==> config.mk <==
export PLATFORM = sky130hd
export DESIGN_NAME = par_port_ctrl
export DESIGN_NICKNAME = d
export VERILOG_FILES = /design/src/rtl/ppc_pkg.sv /design/src/rtl/ppc_latch_bank.sv /design/src/rtl/ppc_pad_ctrl.sv /design/src/rtl/ppc_read_mux.sv /design/src/rtl/par_port_ctrl.sv
export SDC_FILE = /design/constraint.sdc
export NUM_CORES = 1
export LEC_CHECK = 0
export BUFFER_PORTS_ARGS = -buffer_cell sky130_fd_sc_hd__clkbuf_2
export CELL_PAD_IN_SITES_DETAIL_PLACEMENT = 1
export CELL_PAD_IN_SITES_GLOBAL_PLACEMENT = 1
export CORE_UTILIZATION = 35
export DETAILED_ROUTE_END_ITERATION = 10
export GPL_TIMING_DRIVEN = 0
export MAX_ROUTING_LAYER = met4
export PLACE_DENSITY = 0.82
export SLEW_MARGIN = 30
export SYNTH_ARGS = -nofsm -noshare
export SYNTH_HDL_FRONTEND = slang
export SYNTH_SLANG_ARGS = --single-unit
export TNS_END_PERCENT = 50
==> constraint.sdc <==
create_clock -name clk -period 1.85 [get_ports clk]
set_input_delay 0.37 -clock clk [delete_from_list [all_inputs] [get_ports clk]]
set_output_delay 0.37 -clock clk [all_outputs]
set_load 0.01 [all_outputs]
==> src/rtl/ppc_pkg.sv <==
package ppc_pkg;
   typedef enum logic [1:0] {
      PH_IDLE  = 2'd0,
      PH_ADDR  = 2'd1,
      PH_WDATA = 2'd2,
      PH_RDATA = 2'd3
   } ext_phase_e;

   typedef enum logic [1:0] {
      OP_LOAD = 2'd0,
      OP_AND  = 2'd1,
      OP_OR   = 2'd2,
      OP_XOR  = 2'd3
   } wr_op_e;

   localparam int ROLE_QUASI = 0;
   localparam int ROLE_ADDATA = 1;
   localparam int ROLE_ADHIGH = 2;
   localparam int ROLE_SERIAL = 3;
endpackage

==> src/rtl/ppc_latch_bank.sv <==
module ppc_latch_bank
   import ppc_pkg::*;
#(
   parameter int NUM_PORTS = 4,
   parameter int PORT_W    = 8,
   parameter logic [PORT_W-1:0] RST_VAL = '1,
   localparam int SEL_W = $clog2(NUM_PORTS),
   localparam int BUS_W = NUM_PORTS * PORT_W
) (
   input  logic              clk,
   input  logic              rst_n,
   input  logic              wr_en,
   input  logic [SEL_W-1:0]  wr_sel,
   input  wr_op_e            wr_op,
   input  logic [PORT_W-1:0] wr_data,
   output logic [BUS_W-1:0]  latch_q
);
   for (genvar p = 0; p < NUM_PORTS; p++) begin : g_port
      logic [PORT_W-1:0] lat;
      logic [PORT_W-1:0] nxt;
      logic              hit;

      assign hit = wr_en && (wr_sel == SEL_W'(p));

      always_comb begin
         unique case (wr_op)
            OP_LOAD: nxt = wr_data;
            OP_AND:  nxt = lat & wr_data;
            OP_OR:   nxt = lat | wr_data;
            default: nxt = lat ^ wr_data;
         endcase
      end

      always_ff @(posedge clk or negedge rst_n) begin
         if (!rst_n)   lat <= RST_VAL;
         else if (hit) lat <= nxt;
      end

      assign latch_q[p*PORT_W +: PORT_W] = lat;
   end
endmodule

==> src/rtl/ppc_pad_ctrl.sv <==
module ppc_pad_ctrl
   import ppc_pkg::*;
#(
   parameter int PORT_W = 8,
   parameter int ROLE   = ROLE_QUASI
) (
   input  logic [PORT_W-1:0] latch,
   input  ext_phase_e        phase,
   input  logic              ext_wide,
   input  logic [PORT_W-1:0] addr_lo,
   input  logic [PORT_W-1:0] addr_hi,
   input  logic [PORT_W-1:0] wdata,
   input  logic [PORT_W-1:0] ser_en,
   input  logic [PORT_W-1:0] ser_dir,
   input  logic [PORT_W-1:0] ser_out,
   output logic [PORT_W-1:0] hi,
   output logic [PORT_W-1:0] lo,
   output logic [PORT_W-1:0] pu
);
   // Weak-high / strong-low drive derived from the latch alone.
   logic [PORT_W-1:0] q_lo, q_pu;
   assign q_lo = ~latch;
   assign q_pu = latch;

   if (ROLE == ROLE_ADDATA) begin : g_addata
      logic unused_ad;
      assign unused_ad = ^{ext_wide, addr_hi, ser_en, ser_dir, ser_out, q_pu};
      always_comb begin
         hi = '0;
         lo = '0;
         pu = '0;
         unique case (phase)
            PH_IDLE:  lo = q_lo;
            PH_ADDR:  begin hi = addr_lo; lo = ~addr_lo; end
            PH_WDATA: begin hi = wdata;   lo = ~wdata;   end
            default:  ;
         endcase
      end
   end else if (ROLE == ROLE_ADHIGH) begin : g_adhigh
      logic unused_ah;
      assign unused_ah = ^{addr_lo, wdata, ser_en, ser_dir, ser_out};
      always_comb begin
         if (phase != PH_IDLE && ext_wide) begin
            hi = addr_hi;
            lo = ~addr_hi;
            pu = '0;
         end else begin
            hi = '0;
            lo = q_lo;
            pu = q_pu;
         end
      end
   end else if (ROLE == ROLE_SERIAL) begin : g_serial
      logic unused_sr;
      assign unused_sr = ^{phase, ext_wide, addr_lo, addr_hi, wdata};
      for (genvar b = 0; b < PORT_W; b++) begin : g_bit
         always_comb begin
            if (ser_en[b]) begin
               hi[b] = ser_dir[b] &  ser_out[b];
               lo[b] = ser_dir[b] & ~ser_out[b];
               pu[b] = 1'b0;
            end else begin
               hi[b] = 1'b0;
               lo[b] = q_lo[b];
               pu[b] = q_pu[b];
            end
         end
      end
   end else begin : g_quasi
      logic unused_qb;
      assign unused_qb = ^{phase, ext_wide, addr_lo, addr_hi, wdata,
                           ser_en, ser_dir, ser_out};
      assign hi = '0;
      assign lo = q_lo;
      assign pu = q_pu;
   end
endmodule

==> src/rtl/ppc_read_mux.sv <==
module ppc_read_mux #(
   parameter int NUM_PORTS = 4,
   parameter int PORT_W    = 8,
   localparam int SEL_W = $clog2(NUM_PORTS),
   localparam int BUS_W = NUM_PORTS * PORT_W
) (
   input  logic [BUS_W-1:0]  latch_q,
   input  logic [BUS_W-1:0]  pin_in,
   input  logic [SEL_W-1:0]  rd_sel,
   input  logic              rd_src,
   output logic [PORT_W-1:0] rd_data
);
   logic [PORT_W-1:0] lat_arr [NUM_PORTS];
   logic [PORT_W-1:0] pin_arr [NUM_PORTS];

   for (genvar p = 0; p < NUM_PORTS; p++) begin : g_split
      assign lat_arr[p] = latch_q[p*PORT_W +: PORT_W];
      assign pin_arr[p] = pin_in[p*PORT_W +: PORT_W];
   end

   always_comb begin
      rd_data = '0;
      for (int p = 0; p < NUM_PORTS; p++) begin
         if (rd_sel == SEL_W'(p))
            rd_data = rd_src ? lat_arr[p] : pin_arr[p];
      end
   end
endmodule

==> src/rtl/par_port_ctrl.sv <==
module par_port_ctrl
   import ppc_pkg::*;
#(
   parameter int NUM_PORTS = 4,
   parameter int PORT_W    = 8,
   parameter int AD_PORT   = 0,
   parameter int AH_PORT   = 2,
   parameter int SER_PORT  = 1,
   localparam int SEL_W  = $clog2(NUM_PORTS),
   localparam int BUS_W  = NUM_PORTS * PORT_W,
   localparam int ADDR_W = 2 * PORT_W
) (
   input  logic              clk,
   input  logic              rst_n,
   input  logic              wr_en,
   input  logic [SEL_W-1:0]  wr_sel,
   input  logic [1:0]        wr_op,
   input  logic [PORT_W-1:0] wr_data,
   input  logic [SEL_W-1:0]  rd_sel,
   input  logic              rd_src,
   output logic [PORT_W-1:0] rd_data,
   input  logic [1:0]        ext_phase,
   input  logic              ext_wide,
   input  logic [ADDR_W-1:0] ext_addr,
   input  logic [PORT_W-1:0] ext_wdata,
   output logic [PORT_W-1:0] ext_rdata,
   input  logic [PORT_W-1:0] ser_en,
   input  logic [PORT_W-1:0] ser_dir,
   input  logic [PORT_W-1:0] ser_out,
   input  logic [BUS_W-1:0]  pin_in,
   output logic [BUS_W-1:0]  drv_hi,
   output logic [BUS_W-1:0]  drv_lo,
   output logic [BUS_W-1:0]  drv_pu
);
   if (NUM_PORTS < 3) begin : g_bad_ports
      $error("par_port_ctrl: NUM_PORTS must be at least 3");
   end
   if (PORT_W < 1) begin : g_bad_width
      $error("par_port_ctrl: PORT_W must be positive");
   end
   if (AD_PORT >= NUM_PORTS || AH_PORT >= NUM_PORTS || SER_PORT >= NUM_PORTS) begin : g_bad_role
      $error("par_port_ctrl: role port index out of range");
   end
   if (AD_PORT == AH_PORT || AD_PORT == SER_PORT || AH_PORT == SER_PORT) begin : g_dup_role
      $error("par_port_ctrl: role ports must differ");
   end

   ext_phase_e phase;
   assign phase = ext_phase_e'(ext_phase);

   logic [BUS_W-1:0] latch_q;

   ppc_latch_bank #(
      .NUM_PORTS (NUM_PORTS),
      .PORT_W    (PORT_W)
   ) u_latch (
      .clk     (clk),
      .rst_n   (rst_n),
      .wr_en   (wr_en),
      .wr_sel  (wr_sel),
      .wr_op   (wr_op_e'(wr_op)),
      .wr_data (wr_data),
      .latch_q (latch_q)
   );

   for (genvar p = 0; p < NUM_PORTS; p++) begin : g_pad
      localparam int ROLE = (p == AD_PORT)  ? ROLE_ADDATA :
                            (p == AH_PORT)  ? ROLE_ADHIGH :
                            (p == SER_PORT) ? ROLE_SERIAL : ROLE_QUASI;
      ppc_pad_ctrl #(
         .PORT_W (PORT_W),
         .ROLE   (ROLE)
      ) u_pad (
         .latch    (latch_q[p*PORT_W +: PORT_W]),
         .phase    (phase),
         .ext_wide (ext_wide),
         .addr_lo  (ext_addr[PORT_W-1:0]),
         .addr_hi  (ext_addr[ADDR_W-1:PORT_W]),
         .wdata    (ext_wdata),
         .ser_en   (ser_en),
         .ser_dir  (ser_dir),
         .ser_out  (ser_out),
         .hi       (drv_hi[p*PORT_W +: PORT_W]),
         .lo       (drv_lo[p*PORT_W +: PORT_W]),
         .pu       (drv_pu[p*PORT_W +: PORT_W])
      );
   end

   ppc_read_mux #(
      .NUM_PORTS (NUM_PORTS),
      .PORT_W    (PORT_W)
   ) u_rd (
      .latch_q (latch_q),
      .pin_in  (pin_in),
      .rd_sel  (rd_sel),
      .rd_src  (rd_src),
      .rd_data (rd_data)
   );

   // External read data: follows the multiplexed port's pins through the read phase.
   always_ff @(posedge clk or negedge rst_n) begin
      if (!rst_n)                  ext_rdata <= '0;
      else if (phase == PH_RDATA)  ext_rdata <= pin_in[AD_PORT*PORT_W +: PORT_W];
   end
endmodule

Yosys cells after proc, flatten, opt, wreduce, memory -nomap -nowiden. Index checks and enable logic that the tools add are counted.

Flip-flop bits (word level): 40. Bits of input ports: 101. Output and inout port bits: 112. Logic and storage cells: 110.

Equality and inequality tests: 11. Muxes and demuxes: 41. Bitwise logic cells: 43. Reduce and logical (&&, ||, !) cells: 10.

Operators with widths (number): $pmux 8 s3 (5); $mux 8 (11); $not 8->8 (7); $and 8x8->8 (4); $or 8x8->8 (4); $xor 8x8->8 (4); $mux 1 (24); $and 1x1->1 (16); $pmux 8 s2 (1); $eq 2x2->1 const B (7); $eq 2x1->1 const B (4); $logic_not 2->1 (4); $not 1->1 (8); $logic_and 1x1->1 (5); $reduce_bool 2->1 (1).

Depth between registers and ports, before layout.
Depth in word-level cells: 5. Gate-level depth with buffers: 7. Mapped depth without buffers: 5.

By module. A second synthesis with hierarchy kept.

Cells, all modules: 548. Area, all modules: 4718.3 µm².

By module, submodules not included: ppc_latch_bank (times used 1, cells each 335, area an instance 2877.8 µm², seq. area each 840.8 µm²); ppc_read_mux (times used 1, cells each 46, area an instance 523.0 µm², seq. area each 0.0 µm²); ppc_pad_ctrl at g_pad[0].u_pad (times used 1, cells each 66, area an instance 459.2 µm², seq. area each 0.0 µm²); par_port_ctrl (times used 1, cells each 17, area an instance 296.5 µm², seq. area each 200.2 µm²); ppc_pad_ctrl at g_pad[2].u_pad (times used 1, cells each 27, area an instance 217.7 µm², seq. area each 0.0 µm²); ppc_pad_ctrl at g_pad[1].u_pad (times used 1, cells each 32, area an instance 190.2 µm², seq. area each 0.0 µm²); ppc_pad_ctrl at g_pad[3].u_pad (times used 1, cells each 25, area an instance 153.9 µm², seq. area each 0.0 µm²).

Least setup slack after synthesis. Ideal clock, no wire load.

Kind: input -> output. Start: input ext_phase[0]. End: output drv_lo[22]. Data arrival time: 1.489 ns. Data required time: 1.480 ns. Setup slack: -0.009 ns. Cell stages on the path: 7. Path buffers: 2. Cell sequence: inv_1 -> ha_1 -> clkbuf_1 -> nor2b_1 -> buf_2 -> and2_1 -> nor2_1.

Cells in the longest elaborated chain, start to end: 3.

Ends and longest elaborated chain: from (decl) (line par_port_ctrl.sv:22) `input logic [1:0] ext_phase,`; $reduce_bool 2->1 (line ppc_pad_ctrl.sv:43) `if (phase != PH_IDLE && ext_wide) begin`; $logic_and 1x1->1 (line ppc_pad_ctrl.sv:43); $mux 8 (line ppc_pad_ctrl.sv:43); to (decl) (line par_port_ctrl.sv:32) `output logic [BUS_W-1:0] drv_lo,`.

Every way passes these cells.

Worst setup path in the final report.
Start: register u_latch.g_port[0].lat[1]. End: output rd_data[1].

Cells in the longest elaborated chain, start to end: 5.

Ends and longest elaborated chain: from (decl) (line ppc_latch_bank.sv:19) `logic [PORT_W-1:0] lat;`; from (signal assigned) (line ppc_latch_bank.sv:36) `else if (hit) lat <= nxt;`; $mux 8 (line ppc_read_mux.sv:25) `rd_data = rd_src ? lat_arr[p] : pin_arr[p];`; $mux 8 (4 in series) (line ppc_read_mux.sv:24) `if (rd_sel == SEL_W'(p))`; to (decl) (line par_port_ctrl.sv:21) `output logic [PORT_W-1:0] rd_data,`.

Every way passes these cells.

==> reports/metrics.cfg <==
[placement]
gp_congestion = 0.821
hpwl_microns = 12300
place_ws_ps = -799
numPortBuffers = 193
placed_area_sq_um = 5960

[clock_network]
clockRootBuffer = clkbuf_16
cts_tree = done
clkTransAtPathRegs_ps = 70
clkSinkCount = 40
holdBufCountCts = 0
clock_tree.buffer_depth = 2
cts_buffers = 5
clock_latency_ps = 290
htree_levels = 2

[flow_run]
maxCapViolCount = 0

[detailed_routing]
drc = 0
num_vias = 4300
drt_iter0_markers = 180
post_drt_via_cell_ratio = 5.11
ant_nets = 0
wl_microns = 16000
first_pass_iters = 4
wire_per_inst_microns = 19.0

[floorplanning]
initial_core_util_pct = 35.7
core_sq_um = 13200
die_w_microns = 118
rows = 42
die_h_microns = 118
die-area_sq_um = 13900
ioPinCount = 213

[outcome]
violations = negative setup slack
status = finished with violations

[timing]
grt_setup_unrepaired = yes
tightest_slew_ps = 762
fmax_mhz = 515
min_period_over_period_pct = 105
fin_skew_ps = 0
min_period_ps = 1940
setup_viol = 5
final_hold_viol_count = 0
slew_violations = 0
fin_ws_ps = -91.7
relSlewSlack_pct = 49.1

[layout]
area_growth_syn_to_layout_pct = 36.8
multi_input_area_sq_um = 3190
seq_area_sq_um = 1040
fin_nets = 833
antenna_cells = 0
fin_area_sq_um = 6450
mostFrequentLayoutCells = clkbuf_2 (184), inv_1 (83), ha_1 (64)
n_fill_cell = 1527
drive_gt1_share_pct = 58.0
mostFrequentLayoutCell = clkbuf_2

[synthesis]
yosysTopAreaCell = mux4_2
synth.area.top_cells = mux4_2 (21%), ha_1 (18%), dfstp_2 (18%)
syn-cell-area_sq_um = 4710
syn_area_per_cell_sq_um = 10.8
synth_top_area_share_pct = 21.0
synth_cell_type_count = 30
synth_ff_type = dfstp_2
seq_area_frac_synth_pct = 22.1
yosysWarnings = 0
syn_inst = 437
synth-edff-count = 0
ys_async_sr_fraction_pct = 100
ys_ff_latch = 40

[global_route]
track_usage_pct = 24.0
grt_pass1_vias = 4630
antenna_found_initial = 0
grt_overflow = 0
grt_first_pass_wirelength_microns = 24900
grt_max_degree = 41

[power_and_ir_drop]
power_density_nw_per_um2 = 962
ir_worst_vdd_uv = 471
p_leak_nw = 3.40

[setup_path]
cp-end-kind = output port
reg2regPathDepth = 5
required_ps = 1480
path_cells = mux4_2 -> mux2_4 -> buf_6
crit_path_start = u_latch.g_port[0].lat[1]
path_class = reg -> out
arrival_ps = 1570
r2r-end = u_latch.g_port[3].lat[1]
r2r-start = u_latch.g_port[3].lat[1]
worst-r2r-setup-slack_ps = 70
cp-start-kind = flip-flop
critPathCapture = rd_data[1]
cp_slowest_cell = mux4_2
cp_max_fo = 4
critPathMaxStageDelay_ps = 480

[worst_hold_path]
hold_path.class = in -> async

## final cells by class
class / instances / area share (%)
Multi-Input combinational cell: 285 / 49.5
Timing Repair Buffer: 210 / 17.6
Sequential cell: 40 / 16.1
Inverter: 91 / 5.36
Buffer: 31 / 4.70
Tap cell: 176 / 3.42
Clock buffer: 5 / 1.94
Clock inverter: 3 / 1.40
## sequential cells by signal, summed over array words and instances, names as in the netlist
name and flops:
u_latch.g_port.lat 32, ext_rdata 8
## through the flow
| step | power [mW] | setup TNS [ps] | std cells | hold slack, ps | util [%] |
|---|---|---|---|---|---|
| CTS | 6.14 | -547 | 836 | 150 | 48.1 |
| global placement | 4.42 | -19810 | 821 | 488 | 45.2 |
| detailed placement | 4.64 | -22590 | 821 | 452 | 45.2 |
| finish | 6.20 | -229 | 841 | 122 | 48.9 |
| floorplan | 3.48 | 0 | 452 | 74.4 | - |
| global route | 6.63 | -722 | 841 | 163 | 48.9 |
## routing by layer
layer	vias up	wire length, microns	track usage (%)
met3	17	594	2.52
li1	1938	-	-
met5	-	0	-
met1	2188	6670	29.1
met2	157	8490	43.1
met4	0	251	4.89
## what timing repair did
item,in CTS,in global routing
setup endpoints to repair,44,28
buffers inserted,11,6
resized for setup,27,29
pin swaps,0,9
## worst max-delay path, delay by kind of cell (launching register included)
family / cells / cell delay [ps]
mux: 2 / 770
flops: 1 / 390
buf+inv: 1 / 120
## kinds of logic after synthesis
family | Yosys count | share of synthesized area, %
AOI/OAI and AO/OA | 28 | 4.59
adders and majority gates | 68 | 18.1
buffers and inverters | 127 | 13.0
DFF | 40 | 22.1
muxes | 93 | 33.8
other | 1 | 0.0796
and+or+nand+nor | 80 | 8.36
## power by group
| part | internal (mW) | switching, mW | total, mW |
|---|---|---|---|
| clock network | 0.911 | 0.393 | 1.30 |
| logic | 1.66 | 1.51 | 3.17 |
| registers | 1.41 | 0.326 | 1.73 |
| total | 3.97 | 2.23 | 6.20 |
## synth_stat cells, types with 4 or more instances
cell,instances
buf_6,4
a22oi_1,8
ha_1,68
nor2b_1,9
clkbuf_1,8
nor2_1,32
and3_1,8
o22ai_1,8
dfrtp_1,8
inv_1,91
mux2_2,37
mux4_2,44
dfstp_2,32
nand2_1,17
buf_2,4
and2_1,8
buf_4,18
a222oi_1,8
mux2_4,7
## worst min-delay path by stage
stage / end / slack [ps] / depth (start not counted)
5_1_grt: ext_rdata[4] / 160 / 1
2_1_floorplan: ext_rdata[0] / 70 / 0
4_1_cts: ext_rdata[3] / 150 / 1
3_5_place_dp: ext_rdata[4] / 450 / 1
3_3_place_gp: ext_rdata[5] / 490 / 1
6_report: ext_rdata[4] / 120 / 1
(Power assumes the default switching activity.)
